==> config.mk <==
export PLATFORM = sky130hd
export DESIGN_NAME = uirq_ident
export DESIGN_NICKNAME = d
export VERILOG_FILES = /design/src/rtl/uirq_pkg.sv /design/src/rtl/uirq_flag.sv /design/src/rtl/uirq_prio.sv /design/src/rtl/uirq_ident.sv
export SDC_FILE = /design/constraint.sdc
export NUM_CORES = 1
export LEC_CHECK = 0
export BUFFER_PORTS_ARGS = -buffer_cell sky130_fd_sc_hd__buf_4
export CORE_UTILIZATION = 41
export DETAILED_ROUTE_END_ITERATION = 16
export PLACE_DENSITY_LB_ADDON = 0.3
export REMOVE_ABC_BUFFERS = 1
export SYNTH_ARGS = -nofsm -noshare
export SYNTH_HDL_FRONTEND = slang
export SYNTH_HIERARCHICAL = 1
export SYNTH_SLANG_ARGS = --single-unit
==> constraint.sdc <==
create_clock -name clk -period 1.4 [get_ports clk]
set_input_delay 0.07 -clock clk [delete_from_list [all_inputs] [get_ports clk]]
set_output_delay 0.07 -clock clk [all_outputs]
set_load 0.1 [all_outputs]
==> src/rtl/uirq_pkg.sv <==
package uirq_pkg;
  localparam int ID_W   = 6;
  localparam int IE_W   = 6;
  localparam int N_LAT  = 7;
  localparam int N_SRC  = 7;

  // latch indices
  localparam int L_OVR  = 0;
  localparam int L_TMO  = 1;
  localparam int L_TX   = 2;
  localparam int L_MDM  = 3;
  localparam int L_XOFF = 4;
  localparam int L_SPEC = 5;
  localparam int L_FLOW = 6;

  // enable bit positions
  localparam int E_RX   = 0;
  localparam int E_TX   = 1;
  localparam int E_LINE = 2;
  localparam int E_MDM  = 3;
  localparam int E_XOFF = 4;
  localparam int E_FLOW = 5;

  localparam logic [ID_W-1:0] ID_IDLE = 6'b000001;
  localparam logic [ID_W-1:0] ID_LINE = 6'b000110;
  localparam logic [ID_W-1:0] ID_TMO  = 6'b001100;
  localparam logic [ID_W-1:0] ID_RXD  = 6'b000100;
  localparam logic [ID_W-1:0] ID_TX   = 6'b000010;
  localparam logic [ID_W-1:0] ID_MDM  = 6'b000000;
  localparam logic [ID_W-1:0] ID_XOFF = 6'b010000;
  localparam logic [ID_W-1:0] ID_FLOW = 6'b100000;

  // source rank: index 0 is the most urgent
  function automatic logic [ID_W-1:0] rank_code(input int idx);
    case (idx)
      0:       rank_code = ID_LINE;
      1:       rank_code = ID_TMO;
      2:       rank_code = ID_RXD;
      3:       rank_code = ID_TX;
      4:       rank_code = ID_MDM;
      5:       rank_code = ID_XOFF;
      default: rank_code = ID_FLOW;
    endcase
  endfunction
endpackage

==> src/rtl/uirq_flag.sv <==
module uirq_flag (
  input  logic clk,
  input  logic rst_n,
  input  logic set_i,
  input  logic clr_i,
  output logic q_o
);
  // a set in the same cycle as a clear wins, so no event is lost
  always_ff @(posedge clk) begin
    if (!rst_n)     q_o <= 1'b0;
    else if (set_i) q_o <= 1'b1;
    else if (clr_i) q_o <= 1'b0;
  end
endmodule

==> src/rtl/uirq_prio.sv <==
module uirq_prio
  import uirq_pkg::*;
#(
  parameter int NS = N_SRC,
  parameter int W  = ID_W
) (
  input  logic [NS-1:0] pend_i,
  output logic [W-1:0]  code_o,
  output logic          any_o
);
  always_comb begin
    code_o = ID_IDLE;
    // walk from least to most urgent so the most urgent one overrides
    for (int k = NS - 1; k >= 0; k--) begin
      if (pend_i[k]) code_o = rank_code(k);
    end
    any_o = |pend_i;
  end
endmodule

==> src/rtl/uirq_ident.sv <==
module uirq_ident
  import uirq_pkg::*;
(
  input  logic            clk,
  input  logic            rst_n,
  input  logic [IE_W-1:0] ie,
  input  logic            int_oe,
  input  logic            err_any,
  input  logic            ovr_evt,
  input  logic            tmo_evt,
  input  logic            rx_trig,
  input  logic            tx_evt,
  input  logic            mdm_evt,
  input  logic            xoff_det,
  input  logic            xon_det,
  input  logic            spec_det,
  input  logic            flow_evt,
  input  logic            iir_rd,
  input  logic            rhr_rd,
  input  logic            lsr_rd,
  input  logic            msr_rd,
  input  logic            thr_wr,
  output logic [ID_W-1:0] iid,
  output logic            irq
);
  logic [N_LAT-1:0] lat_set, lat_clr, lat_q;
  logic [N_SRC-1:0] pend;
  logic [ID_W-1:0]  next_code;
  logic             any_pend;
  logic             rd_q, rd_start;

  always_ff @(posedge clk) begin
    if (!rst_n) rd_q <= 1'b0;
    else        rd_q <= iir_rd;
  end
  assign rd_start = iir_rd & ~rd_q;

  always_comb begin
    lat_set          = '0;
    lat_set[L_OVR]   = ovr_evt;
    lat_set[L_TMO]   = tmo_evt;
    lat_set[L_TX]    = tx_evt;
    lat_set[L_MDM]   = mdm_evt;
    lat_set[L_XOFF]  = xoff_det;
    lat_set[L_SPEC]  = spec_det;
    lat_set[L_FLOW]  = flow_evt;

    lat_clr          = '0;
    lat_clr[L_OVR]   = lsr_rd;
    lat_clr[L_TMO]   = rhr_rd;
    lat_clr[L_TX]    = thr_wr | (rd_start && iid == ID_TX);
    lat_clr[L_MDM]   = msr_rd;
    lat_clr[L_XOFF]  = xon_det;
    lat_clr[L_SPEC]  = rd_start && iid == ID_XOFF;
    lat_clr[L_FLOW]  = rd_start && iid == ID_FLOW;
  end

  for (genvar g = 0; g < N_LAT; g++) begin : g_lat
    uirq_flag u_flag (
      .clk   (clk),
      .rst_n (rst_n),
      .set_i (lat_set[g]),
      .clr_i (lat_clr[g]),
      .q_o   (lat_q[g])
    );
  end

  always_comb begin
    pend    = '0;
    pend[0] = ie[E_LINE] & (err_any | lat_q[L_OVR]);
    pend[1] = ie[E_RX]   & lat_q[L_TMO];
    pend[2] = ie[E_RX]   & rx_trig;
    pend[3] = ie[E_TX]   & lat_q[L_TX];
    pend[4] = ie[E_MDM]  & lat_q[L_MDM];
    pend[5] = ie[E_XOFF] & (lat_q[L_XOFF] | lat_q[L_SPEC]);
    pend[6] = ie[E_FLOW] & lat_q[L_FLOW];
  end

  uirq_prio u_prio (
    .pend_i (pend),
    .code_o (next_code),
    .any_o  (any_pend)
  );

  always_ff @(posedge clk) begin
    if (!rst_n)      iid <= ID_IDLE;
    else if (!iir_rd) iid <= next_code;
  end

  assign irq = int_oe & (|ie[3:0]) & any_pend;
endmodule

# Word-level counts from Yosys, hierarchy flattened
# Index checks and enable logic that the tools add are counted.
# word_totals
reg_bits,14
latch_bits,0
ramBits,0
mem_bits_ro,0
output_inout_bits,7
word_cells,59
n_memories,0
# op_classes
add_sub_neg,0
n_mul,0
div,0
order_cmp,0
n_eq_ne,3
shifts,0
n_mux,21
n_bitwise,14
n_reduce_logical,12
# ops
operator,n
2-to-1 mux 6 bit,7
2-to-1 mux 1 bit,14
nonzero test 2 bit,7
AND 1 bit,10
OR reduction 7 bit,1
"equality test 6 x 2 -> 1 bit, second input constant",1
"equality test 6 x 5 -> 1 bit, second input constant",1
"equality test 6 bit, second input constant",1
OR reduction 4 bit,1
logical AND 1 bit,3
OR 1 bit,3
NOT 1 bit,1

# Longest topological paths before layout
# logic_depth
depth_word,8
ltp_mapped,6
ltp_nobuf,5

# Modules after synthesis
# Netlist, hierarchy kept.
# by_module_without_submodules
module,instances,cells_per_inst,area_per_inst_um2,seq_area_each_um2
uirq_ident,1,40,375.4,140.1
uirq_flag,7,3,41.3,20.0
uirq_prio,1,11,100.1,0.0

# Least setup slack after synthesis
# OpenSTA, ideal clock, no wires.
# synth_path
path_kind,reg-to-output
startpoint,register g_lat[0].u_flag.q_o
endpoint,output irq
arrival_time_ps,2121
t_required_ps,1330
path_slack_ps,-791
stages_incl_launch_ff,7
path_buffers,1
cell_sequence,dfxtp_1 > o21a_1 > or3_1 > buf_2 > nand2b_1 > nand2_1 > nor2_1
# synth_via
elab_chain_cells,4
# synth_lines
item,line_no,text
from (decl),uirq_flag.sv:6,output logic q_o
from (signal assigned),uirq_flag.sv:10,if (!rst_n) q_o <= 1'b0;
from (signal assigned),uirq_flag.sv:11,else if (set_i) q_o <= 1'b1;
from (signal assigned),uirq_flag.sv:12,else if (clr_i) q_o <= 1'b0;
OR 1 bit,uirq_ident.sv:70,pend[0] = ie[E_LINE] & (err_any | lat_q[L_OVR]);
AND 1 bit,uirq_ident.sv:70,
net pend[0],uirq_ident.sv:27,logic [N_SRC-1:0] pend;
OR reduction 7 bit,uirq_prio.sv:17,any_o = |pend_i;
net any_pend,uirq_ident.sv:29,logic any_pend;
AND 1 bit,uirq_ident.sv:90,assign irq = int_oe & (|ie[3:0]) & any_pend;
to (decl),uirq_ident.sv:24,output logic irq
# The timed path passes the listed nets, and every way through them passes these cells.

# Worst setup path after layout
# layout_path
startpoint,register g_lat[0].u_flag.q_o
endpoint,register iid[5]
# layout_via
elab_chain_cells,3
# layout_lines
item,line_no,text
OR 1 bit,uirq_ident.sv:70,
AND 1 bit,uirq_ident.sv:70,
net pend[0],uirq_ident.sv:27,
2-to-1 mux 6 bit,uirq_prio.sv:15,if (pend_i[k]) code_o = rank_code(k);
net next_code[5],uirq_ident.sv:28,logic [ID_W-1:0] next_code;
to (signal assigned),uirq_ident.sv:87,else if (!iir_rd) iid <= next_code;
to (decl),uirq_ident.sv:23,"output logic [ID_W-1:0] iid,"
# The timed path passes the listed nets, and every way through them passes these cells.
# A chain may end at the register's enable or synchronous reset.

==> results by group <==
Run
  – Number of max-capacitance violations reported: 0

Floorplanning
  – Area of the die: 0.00204 mm2
  – Initial core utilization: 43.8%
  – # IOs: 31
  – Die outline width: 45.2 um
  – Die span in y: 45.2 um
  – Number of placement rows: 15
  – Area of the core region: 0.00175 mm2

Final layout
  – Non-filler cells in the finished layout: 146
  – Number of nets in the layout: 147
  – Synth-to-Final Area Change: 63.0%
  – Most common cell after layout, fill and taps aside: buf_4
  – Fill cell instance count of the final layout: 146
  – Number of antenna repair diodes: 0
  – Footprint of the multi-input gates: 519 um2
  – Leading cell types in the layout, fill and taps excluded: 40 x buf_4, 12 x dfxtp_1, 9 x o21a_1
  – Storage cell area: 283 um2
  – Share of cells above drive strength 1: 54.5%

Clocking
  – Clock latency at the later pin of the worst-skew pair: 0.28 ns
  – Maximum buffer depth of the clock tree: 2
  – CTS tree: yes
  – Number of clock sinks seen by CTS: 14
  – Cts bufs inserted: 3
  – Clock transition at path regs: 0.08 ns
  – CTS Root Buffer Type: clkbuf_4
  – H-tree levels: 1

Timing
  – Worst slew margin relative to its limit: 79.8%
  – Final worst path period share: 115%
  – Setup repair after global routing missed its margin: true
  – Clock period minus final worst setup slack: 1.61 ns
  – Worst-case setup margin in the final layout: -0.213 ns
  – Fmax: 0.620 GHz
  – Number of max-slew violations in the final report: 0
  – Hold violation total from the final report: 1
  – Final setup violation count: 5
  – Worst clock skew: 0.00241 ns
  – WHS: -0.00106 ns
  – Transition time of the tightest slew-check pin: 0.301 ns

Setup path
  – Worst reg2reg setup slack: -0.21 ns
  – Peak fanout along the critical path: 4
  – Critical path launch point type: flip-flop
  – Cell family contributing the most delay on the critical path: simple AND/OR/NAND/NOR gates
  – Data required time at the worst endpoint: 1.61 ns
  – Critical Path End Type: flip-flop
  – Worst setup endpoint: iid[5]
  – Worst setup path startpoint: g_lat[0].u_flag/q_o
  – Crit path arrival time: 1.83 ns
  – Depth of the worst register-to-register path: 7
  – Worst r2r dst: iid[5]
  – Largest stage delay on the critical path: 0.33 ns
  – Cells along the critical path: o21a_1, or3_4, buf_4, buf_6, nor4_4, mux2i_1, nor2b_1
  – CP Depth: 7
  – Sum of buffers and inverters on the critical path: 2
  – Startpoint-to-endpoint class of the critical path: flip-flop to flip-flop
  – Reg-to-Reg Start: g_lat[0].u_flag/q_o
  – Worst-path cell with the longest stage delay: dfxtp_2

Global routing
  – Wire length of the first global-routing pass: 2.70 mm
  – Via count of the first global-routing pass: 692
  – Maximum number of pins on one net before global-route repair: 15
  – GRT Overall Usage: 18.8%
  – Initial antenna violation count: 0
  – GRT Residual Overflow: 0

Worst hold path
  – Min-Delay Path Class: input pin to flip-flop

Run status
  – Violations in the final reports: negative hold slack, negative setup slack
  – Result of the run: finished, violations left

Yosys
  – Count of different cell masters after synthesis: 21
  – Yosys reg bits: 14
  – Portion of synthesized cell area occupied by the leading cell type: 36.7%
  – Top area cells in the synthesized netlist: dfxtp_1 37%, nor2b_4 13%, o21a_1 8.8%, mux2i_1 6.5%, nor2b_1 5.7%
  – Count of warnings emitted by yosys: 6
  – Portion of the post-synthesis area used by sequential elements: 36.7%
  – Cell count after synthesis: 72
  – Synthesized area: 764 um2
  – Library cell occupying the most area in the post-synthesis netlist: dfxtp_1
  – Synth Area per Inst: 10.6 um2

Drt
  – Post-route DRC: 0
  – Detailed-route via count: 706
  – Met2 routed WL: 877 um
  – Routed metal-1 wirelength: 714 um
  – Met3 WL: 74 um
  – Highest routed layer: met4
  – Antenna viol nets, final: 0
  – Routed length per instance: 11.6 um
  – Starting DRT DRC Count: 5
  – Final Routed Wirelength: 1.69 mm
  – Number of detailed-route iterations in the first pass: 2
  – Vias per inst: 4.84

Power
  – Pwr Total: 1.01 mW
  – Sequential cell fraction of total power: 43.1%
  – Psw: 0.318 mW
  – Share of power burned in the clock network: 22.6%
  – Worst vdd ir: 0.000562 V
  – Proportion of total power due to net switching: 31.4%
  – Leak: 0.551 nW
  – Power per unit of standard cell area: 811 mW/mm2
  – Combinational power share: 34.3%
  – Internal power: 0.692 mW

Placement
  – HPWL after DPL: 1.24 mm
  – Number of placed instances with taps included: 135
  – Number of buffers added on ports: 30
  – RePlAce Congestion: 0.752
routing by layer:
layer | track usage [%] | vias up
met1 | 19.5 | 327
met2 | 36.5 | 24
met3 | 2.40 | 4
met5 | 0 | -
li1 | - | 351
met4 | 9.09 | 0
Yosys cell counts:
library cell	count
nor4_1	3
nor2b_1	7
buf_2	2
inv_1	2
nand2_1	1
o21ai_0	1
a41o_2	1
and2b_1	1
nor2_1	3
or4_4	1
or3_1	1
nand2b_1	3
a21o_1	1
mux2i_1	5
dfxtp_1	14
nor4_4	1
nor2b_4	7
nor4b_4	1
o21a_1	9
and2_1	6
nor4_2	2
power by group through the flow:
stage / registers, mW / clock network (mW) / logic (mW)
after detailed placement: 0.443 / 0 / 0.298
final: 0.435 / 0.228 / 0.347
after global routing: 0.438 / 0.260 / 0.364
after global placement: 0.442 / 0 / 0.292
after CTS: 0.435 / 0.231 / 0.336
after floorplan: 0.501 / 0 / 0.122
logic make-up (layout without fill, tap and decap cells):
group,after synthesis,count (layout),share of synthesized area [%]
and+or+nand+nor,37,37,42.6
DFF,14,14,36.7
AOI/OAI and AO/OA,12,12,11.9
muxes,5,5,6.55
buffers and inverters,4,53,2.29
state kept, by name, indices dropped and copies added (netlist names):
| register | cells |
|---|---|
| g_lat.u_flag/q_o | 7 |
| iid | 6 |
| rd_q | 1 |
stage by stage:
stage          instance area, um2  utilization, %  setup TNS (ns)  hold slack, ns  worst slack [ns]
3_5_place_dp                 1090            62.2          -0.387           0.282            -0.162
6_report                     1250            71.4          -0.711        -0.00106            -0.213
3_3_place_gp                 1090            62.2          -0.214           0.277           -0.0555
2_1_floorplan                 754               -           -2.17           0.146            -0.793
5_1_grt                      1250            71.4          -0.982        0.000655            -0.265
4_1_cts                      1220            70.1          -0.635         0.00119            -0.222
layout make-up:
type	count	share of cell area, %
Sequential cell	14	22.7
Multi-Input combinational cell	54	41.7
Timing Repair Buffer	48	30.7
Tap cell	25	2.51
Clock buffer	3	1.81
Inverter	2	0.602
worst min-delay path by stage:
stage                        start             endpoint  slack (ns)  cells past startpoint
after floorplan              rst_n               iid[0]        0.15                      1
after global placement    flow_evt  g_lat[6].u_flag/q_o        0.28                      2
after detailed placement  flow_evt  g_lat[6].u_flag/q_o        0.28                      2
after CTS                  tmo_evt  g_lat[1].u_flag/q_o       0.001                      2
after global routing       tmo_evt  g_lat[1].u_flag/q_o      0.0007                      2
final                      tmo_evt  g_lat[1].u_flag/q_o      -0.001                      2
timing repair:
item                                   CTS  global route
gates resized for setup                 10             4
hold buffers                             6             0
endpoints found under the hold margin    6             0
setup buffers                            2             0
setup endpoints to repair                6             7
pin swaps                                4             0
Power figures use the tool's default switching activity.
